## config.mk

```make
export PLATFORM = sky130hd
export DESIGN_NAME = fpcmp_unit
export DESIGN_NICKNAME = d
export VERILOG_FILES = /design/src/rtl/fpcmp_pkg.sv /design/src/rtl/fpcmp_lane.sv /design/src/rtl/fpcmp_pred.sv /design/src/rtl/fpcmp_unit.sv
export SDC_FILE = /design/constraint.sdc
export NUM_CORES = 1
export LEC_CHECK = 0
export ABC_AREA = 0
export BUFFER_PORTS_ARGS = -buffer_cell sky130_fd_sc_hd__buf_4
export CAP_MARGIN = 20
export CORE_ASPECT_RATIO = 0.6
export CORE_MARGIN = 10
export CORE_UTILIZATION = 54
export DETAILED_ROUTE_END_ITERATION = 16
export PLACE_DENSITY = 0.84
export SETUP_SLACK_MARGIN = 0.3
export SLEW_MARGIN = 20
export SYNTH_ARGS = -nofsm -noshare
export SYNTH_HDL_FRONTEND = slang
export SYNTH_HIERARCHICAL = 1
export SYNTH_SLANG_ARGS = --single-unit
export TNS_END_PERCENT = 10
```

## constraint.sdc

```tcl
create_clock -name clk -period 0.8 [get_ports clk]
set_input_delay 0.2 -clock clk [delete_from_list [all_inputs] [get_ports clk]]
set_output_delay 0.2 -clock clk [all_outputs]
set_load 0.1 [all_outputs]
```

## src/rtl/fpcmp_pkg.sv

```systemverilog
package fpcmp_pkg;
    typedef enum logic [1:0] {
        FMT_SGL  = 2'b00,
        FMT_DBL  = 2'b01,
        FMT_PAIR = 2'b10,
        FMT_RSV  = 2'b11
    } fmt_e;

    typedef struct packed {
        logic [1:0] flag;
        logic       pair;
        logic [2:0] cc_lo;
        logic [2:0] cc_hi;
        logic       inv;
    } cmp_out_t;
endpackage

```

## src/rtl/fpcmp_lane.sv

```systemverilog
module fpcmp_lane #(
    parameter int W  = 32,
    parameter int EW = 8
) (
    input  logic [W-1:0] a,
    input  logic [W-1:0] b,
    input  logic         abs_mode,
    output logic         rel_eq,
    output logic         rel_lt,
    output logic         rel_un,
    output logic         sig_nan,
    output logic         quiet_nan
);
    localparam int MW = W - 1 - EW;

    logic [W-1:0]  a_m, b_m;
    logic [EW-1:0] exp_a, exp_b;
    logic [MW-1:0] man_a, man_b;
    logic          nan_a, nan_b, snan_a, snan_b, zero_both, mag_lt, mag_eq;

    always_comb begin
        a_m       = abs_mode ? {1'b0, a[W-2:0]} : a;
        b_m       = abs_mode ? {1'b0, b[W-2:0]} : b;
        exp_a     = a_m[W-2 -: EW];
        exp_b     = b_m[W-2 -: EW];
        man_a     = a_m[MW-1:0];
        man_b     = b_m[MW-1:0];
        nan_a     = (&exp_a) && (|man_a);
        nan_b     = (&exp_b) && (|man_b);
        snan_a    = nan_a && !man_a[MW-1];
        snan_b    = nan_b && !man_b[MW-1];
        zero_both = (a_m[W-2:0] == '0) && (b_m[W-2:0] == '0);
        mag_lt    = a_m[W-2:0] < b_m[W-2:0];
        mag_eq    = a_m[W-2:0] == b_m[W-2:0];
        rel_un    = nan_a || nan_b;
        sig_nan   = snan_a || snan_b;
        quiet_nan = (nan_a && !snan_a) || (nan_b && !snan_b);
        rel_eq    = !rel_un && (zero_both || (mag_eq && (a_m[W-1] == b_m[W-1])));
        if (rel_un || zero_both)
            rel_lt = 1'b0;
        else if (a_m[W-1] != b_m[W-1])
            rel_lt = a_m[W-1];
        else if (!a_m[W-1])
            rel_lt = mag_lt;
        else
            rel_lt = !mag_lt && !mag_eq;
    end

    // relations are mutually exclusive
    always_comb begin
        assert_one_relation_R10: assert ($onehot0({rel_eq, rel_lt, rel_un}));
    end
endmodule

```

## src/rtl/fpcmp_pred.sv

```systemverilog
module fpcmp_pred (
    input  logic [3:0] pred,
    input  logic       rel_eq,
    input  logic       rel_lt,
    input  logic       rel_un,
    input  logic       sig_nan,
    input  logic       quiet_nan,
    output logic       hit,
    output logic       inv
);
    always_comb begin
        hit = (pred[0] && rel_un) || (pred[1] && rel_eq) || (pred[2] && rel_lt);
        inv = sig_nan || (pred[3] && quiet_nan);
    end
endmodule

```

## src/rtl/fpcmp_unit.sv

```systemverilog
module fpcmp_unit
    import fpcmp_pkg::*;
#(
    parameter int DW    = 64,
    parameter int CCW   = 3,
    parameter int SW    = DW / 2,
    parameter int S_EXP = 8,
    parameter int D_EXP = 11
) (
    input  logic           clk,
    input  logic           rst_n,
    input  logic [DW-1:0]  op_a,
    input  logic [DW-1:0]  op_b,
    input  logic [1:0]     fmt_sel,
    input  logic [3:0]     pred_sel,
    input  logic           abs_mode,
    input  logic [CCW-1:0] cc_sel,
    output logic [1:0]     cond_flag,
    output logic           cond_pair,
    output logic [CCW-1:0] cc_lo,
    output logic [CCW-1:0] cc_hi,
    output logic           invalid_op
);
    localparam int LANES = DW / SW;

    logic [LANES-1:0] s_hit, s_inv;
    logic             d_hit, d_inv;
    cmp_out_t         out_d, out_q;

    for (genvar g = 0; g < LANES; g++) begin : g_sgl
        logic eq, lt, un, sn, qn;
        fpcmp_lane #(.W(SW), .EW(S_EXP)) i_lane (
            .a(op_a[g*SW +: SW]), .b(op_b[g*SW +: SW]), .abs_mode(abs_mode),
            .rel_eq(eq), .rel_lt(lt), .rel_un(un), .sig_nan(sn), .quiet_nan(qn)
        );
        fpcmp_pred i_pred (
            .pred(pred_sel), .rel_eq(eq), .rel_lt(lt), .rel_un(un),
            .sig_nan(sn), .quiet_nan(qn), .hit(s_hit[g]), .inv(s_inv[g])
        );
    end

    logic d_eq, d_lt, d_un, d_sn, d_qn;
    fpcmp_lane #(.W(DW), .EW(D_EXP)) i_dlane (
        .a(op_a), .b(op_b), .abs_mode(abs_mode),
        .rel_eq(d_eq), .rel_lt(d_lt), .rel_un(d_un), .sig_nan(d_sn), .quiet_nan(d_qn)
    );
    fpcmp_pred i_dpred (
        .pred(pred_sel), .rel_eq(d_eq), .rel_lt(d_lt), .rel_un(d_un),
        .sig_nan(d_sn), .quiet_nan(d_qn), .hit(d_hit), .inv(d_inv)
    );

    always_comb begin
        out_d       = '0;
        out_d.cc_lo = cc_sel;
        out_d.cc_hi = cc_sel + 1'b1;
        case (fmt_e'(fmt_sel))
            FMT_DBL: begin
                out_d.flag = {1'b0, d_hit};
                out_d.inv  = d_inv;
            end
            FMT_PAIR: begin
                out_d.flag = {s_hit[1], s_hit[0]};
                out_d.pair = 1'b1;
                out_d.inv  = s_inv[0] || s_inv[1];
            end
            default: begin
                out_d.flag = {1'b0, s_hit[0]};
                out_d.inv  = s_inv[0];
            end
        endcase
    end

    always_ff @(posedge clk or negedge rst_n) begin
        if (!rst_n) out_q <= '0;
        else        out_q <= out_d;
    end

    assign cond_flag  = out_q.flag;
    assign cond_pair  = out_q.pair;
    assign cc_lo      = out_q.cc_lo;
    assign cc_hi      = out_q.cc_hi;
    assign invalid_op = out_q.inv;

    assert_pred_false_R1: assert property (@(posedge clk) disable iff (!rst_n)
        ($past(pred_sel[2:0]) == 3'b000) |-> (cond_flag == 2'b00));
    assert_pair_origin_R4: assert property (@(posedge clk) disable iff (!rst_n)
        cond_pair |-> ($past(fmt_sel) == FMT_PAIR));
    assert_cc_adjacent_R4: assert property (@(posedge clk) disable iff (!rst_n)
        cond_pair |-> (cc_hi == cc_lo + 1'b1));
    assert_hi_clear_R5: assert property (@(posedge clk) disable iff (!rst_n)
        !cond_pair |-> !cond_flag[1]);
endmodule

```

==> results of run 1 <==
-- kinds of logic after synthesis --
logic type | Yosys count
compound gates | 127
xor+xnor | 4
fa+ha+maj | 129
buf+inv | 137
flops | 10
mux | 2
simple gates | 235
-- stage by stage --
stage | util (%) | TNS [ps] | hold WS (ps) | cells | cell area (sq um)
global placement | 87.60 | -5203 | 28.07 | 1102 | 7381
detailed placement | 87.60 | -5597 | 33.89 | 1102 | 7381
floorplan | - | -6234 | -95.59 | 644 | 4631
==> qor.yml, run 1 <==
rows: 26
chipHeight_um: 91.73
synth_warnings: 6
synth_top_family_by_area: "adder cells"
clock_sinks: 10
error: "[ERROR DPL-0033] detailed placement checks failed during check placement."
cts-root-buf: "clkbuf_16"
yosysTopAreaCell: "ha_1"
io_pins: 150
syn-num-nets: 913
synthMuxAreaShare_pct: 0.4323
synth-xor-area-share_pct: 0.7566
synth_compound_area_share_pct: 17.43
pre_cts_ws_ps: -2004
synth_cells: 644
synth_seq_cells: 10
ys.flop_type: "dfrtp_1"
h-tree-depth: 1
numCtsBuffers: 3
synth_common_cells: "137 x inv_1, 129 x ha_1, 59 x nor4_1"
dp.final_hpwl_mm: 21.03
synth.most_common_cell: "inv_1"
synth.area.top_cells: "ha_1 35%, inv_1 11%, nor4_1 8.0%"
hold_buffers: 1
synth_top_area_share_pct: 34.86
syn-cell-area_sq_mm: 0.004631
initial_core_util_pct: 54.96
clk_path_buf_depth: 2
yosys.area_share.adder_pct: 34.86
syn_avg_cell_area_sq_um: 7.191
port_buffers: 149
async_flop_share_pct: 100.0
yosysUniqueCellTypes: 46
lastStage: "clock tree synthesis"
outcome: "aborted with a tool error"
yosysSeqAreaShare_pct: 5.404
synthSimpleGateAreaFrac_pct: 30.02
dieWidth_um: 139.6
gp_congestion: 1.020
synth-edff-count: 0
cts_resized: 89
postCtsSetupRepairBufs: 3
==> run 2, diff against run 1 <==
- CORE_ASPECT_RATIO: 0.6 -> default
- CORE_UTILIZATION: 54 -> 40
- PLACE_DENSITY: 0.84 -> default
- PLACE_DENSITY_LB_ADDON: default -> 0.15
- SETUP_SLACK_MARGIN: 0.3 -> default
==> run 2 against run 1 <==
Net effect: the flow now finishes, with violations (negative setup slack); synthesized cell count unchanged; synthesized area unchanged.
==> qor.yml, run 2 <==
outcome: "finished, violations left"
violations: "negative setup slack"
area_delta_synth_final_pct: 70.98
yosysUniqueCellTypes: 46  # unchanged
grt_max_degree: 11
ys.flop_type: "dfrtp_1"
vias_per_cell: 5.628
syn-num-nets: 913  # unchanged
drc: 0
multi_input_area_sq_mm: 0.004269
hold_class: "in -> reg"
final_common_cell: "buf_4"
cp-endpoint: "cond_flag[0]"
syn-cell-area_sq_mm: 0.004631  # unchanged
synth-edff-count: 0  # unchanged
leakagePower_nw: 4.134
synth_top_area_share_pct: 34.86  # unchanged
cts_tree: "built"
nets: 1252
cp_max_fo: 2
yosysTopAreaCell: "ha_1"
timing.slew.headroom_pct: 71.35
antenna-diode-count: 0
cp.arrival_ps: 2520
grt_pass1_vias: 6731
finalWorstSetupSlack_ps: -1598
dp.final_hpwl_mm: 18.16  # -14%
gp_congestion: 0.9453  # -7.3%
cp-start-kind: "input port"
max_cap_violations: 0
rows: 39  # +50%
chipHeight_um: 127.6  # +39%
dr.pass1.iters: 5
p_clk_share_pct: 17.6
sw_frac_of_total_pct: 41.20
synth_cells: 644  # unchanged
max_freq_mhz: 417.0
fin_cells: 1125
grt-ovfl-total: 0
p_comb_share_pct: 72.3
synth.most_common_cell: "inv_1"
finalMaxSlewViolations: 0
pwr-share-seq_pct: 10.1
dieWidth_um: 127.6  # -8.6%
port_buffers: 149  # unchanged
synth_seq_cells: 10  # unchanged
initial_core_util_pct: 40.73  # -14 points
wl_per_cell_um: 18.52
async_flop_share_pct: 100.0  # unchanged
drtAntennaViolNets: 0
drt-total-wl_mm: 20.84
fin_crit_ps: 2398
peakVddDrop_v: 0.001888
regArea_sq_um: 250.2
io_pins: 150  # unchanged
h-tree-depth: 1  # unchanged
yosysSeqAreaShare_pct: 5.404  # unchanged
startpoint: "op_b[40]"
globalRouteTotalUtil_pct: 23.98
clkTransAtPathRegs_ps: 40
grt_first_pass_wirelength_mm: 32.47
cts-root-buf: "clkbuf_16"
path_class: "in -> reg"
power_density_mw_per_mm2: 707.1
synth_warnings: 6  # unchanged
syn_avg_cell_area_sq_um: 7.191  # unchanged
min_period_over_period_pct: 299.8
clock_sinks: 10  # unchanged
worst_pin_slew_ps: 425.8
drive_above_1_share_pct: 41.65
dpl.cell_count: 1117  # +1.4%
antenna_found_initial: 0
synth_common_cells: "137 x inv_1, 129 x ha_1, 59 x nor4_1"
drt_iter0_drc: 383
p_int_w: 0.003292
worstPathRequired_ps: 920
dr_total_vias: 6331
grt_setup_unrepaired: "true"
fin_setup_tns_ps: -6483
mostFrequentLayoutCells: "321 x buf_4, 126 x inv_1, 109 x ha_1"
num-fill-cells: 962
setup_viol_count_final: 13
hold_violations: 0
synth.area.top_cells: "ha_1 35%, inv_1 11%, nor4_1 8.0%"
numCtsBuffers: 3  # unchanged
clk_path_buf_depth: 2  # unchanged
setup.worst_path.end_class: "flop"
p_switching_w: 0.002306
core_sq_mm: 0.01137
dieArea_sq_mm: 0.01628
## run 2: cell counts after synthesis
No cell type changed its count.
## run 2: cell families (layout without fill, tap and decap cells)
group / count (synthesis) / after routing / share of synthesized area (%)
DFF: 10 / 10 / 5.404
xor gates and xnor gates: 4 / 4 / 0.7567
and+or+nand+nor: 235 / 235 / 30.02
AOI/OAI and AO/OA: 127 / 127 / 17.43
buffers and inverters: 137 / 475 / 11.11
muxes: 2 / 2 / 0.4323
adders and majority gates: 129 / 129 / 34.86
## run 2: stage by stage
stage          total power, W  hold WS [ps]  utilization [%]  setup slack, ps  cell area [sq um]
6_report             0.005598         83.89            69.64            -1598               7918
5_1_grt              0.006014         86.75            69.64            -1753               7918
4_1_cts              0.005428         77.90            67.72            -1634               7700
3_5_place_dp         0.004210         35.15            64.09            -1994               7287
3_3_place_gp         0.004065         27.21            64.09            -1945               7287
2_1_floorplan        0.002094        -95.59                -            -1494               4631
## run 2: worst min path at each step
stage	start	to	slack (ps)	depth (start not counted)
after global routing	cc_sel[2]	cc_lo[2]	90	1
after floorplan	rst_n	cc_hi[0]	-100	0
final	cc_sel[2]	cc_lo[2]	80	1
after CTS	cc_sel[1]	cc_lo[1]	80	1
after detailed placement	rst_n	cc_lo[2]	40	1
after global placement	rst_n	cc_lo[2]	30	1
## run 2: critical path: stages
cell and delay, ps:
buf_4 120, inv_2 50, ha_4 190, a21o_1 180, nand3_2 70, a211oi_4 70, o41a_1 440, nor4_4 290
buf_4 150, a21oi_2 40, o221a_1 210, a222oi_1 290, inv_1 80, nand2_1 80, o21ai_1 50
## run 2: metal layers
| metal | track usage (%) | part of all wire [%] |
|---|---|---|
| met1 | 28.20 | 42 |
| met2 | 43.88 | 50 |
| met3 | 3.391 | 6.1 |
| met4 | 6.954 | 2.6 |
| met5 | 0 | 0 |
## run 2: power by group through the flow
stage / sequential (W) / clock [W] / combinational (W)
finish: 0.000565 / 0.000987 / 0.00405
global route: 0.000567 / 0.00103 / 0.00442
CTS: 0.000562 / 0.00100 / 0.00386
detailed placement: 0.000556 / 0 / 0.00365
global placement: 0.000554 / 0 / 0.00351
floorplan: 0.000789 / 0 / 0.00130
## run 2: timing repair
item	4_1_cts	5_1_grt
buffers inserted	1	3
pin swaps	21	18
resized for setup	56	33
hold endpoints to repair	10	0
hold buffers	1	0
endpoints found under the setup margin	13	13
## run 2: area by class of cell
cell class	count	area share, %
inverters	137	6.558
multi-input cells	497	53.92
well taps	143	2.260
repair buffers	334	32.98
clock buffers	4	1.122
flip-flops and latches	10	3.161
Power figures use the tool's default switching activity.
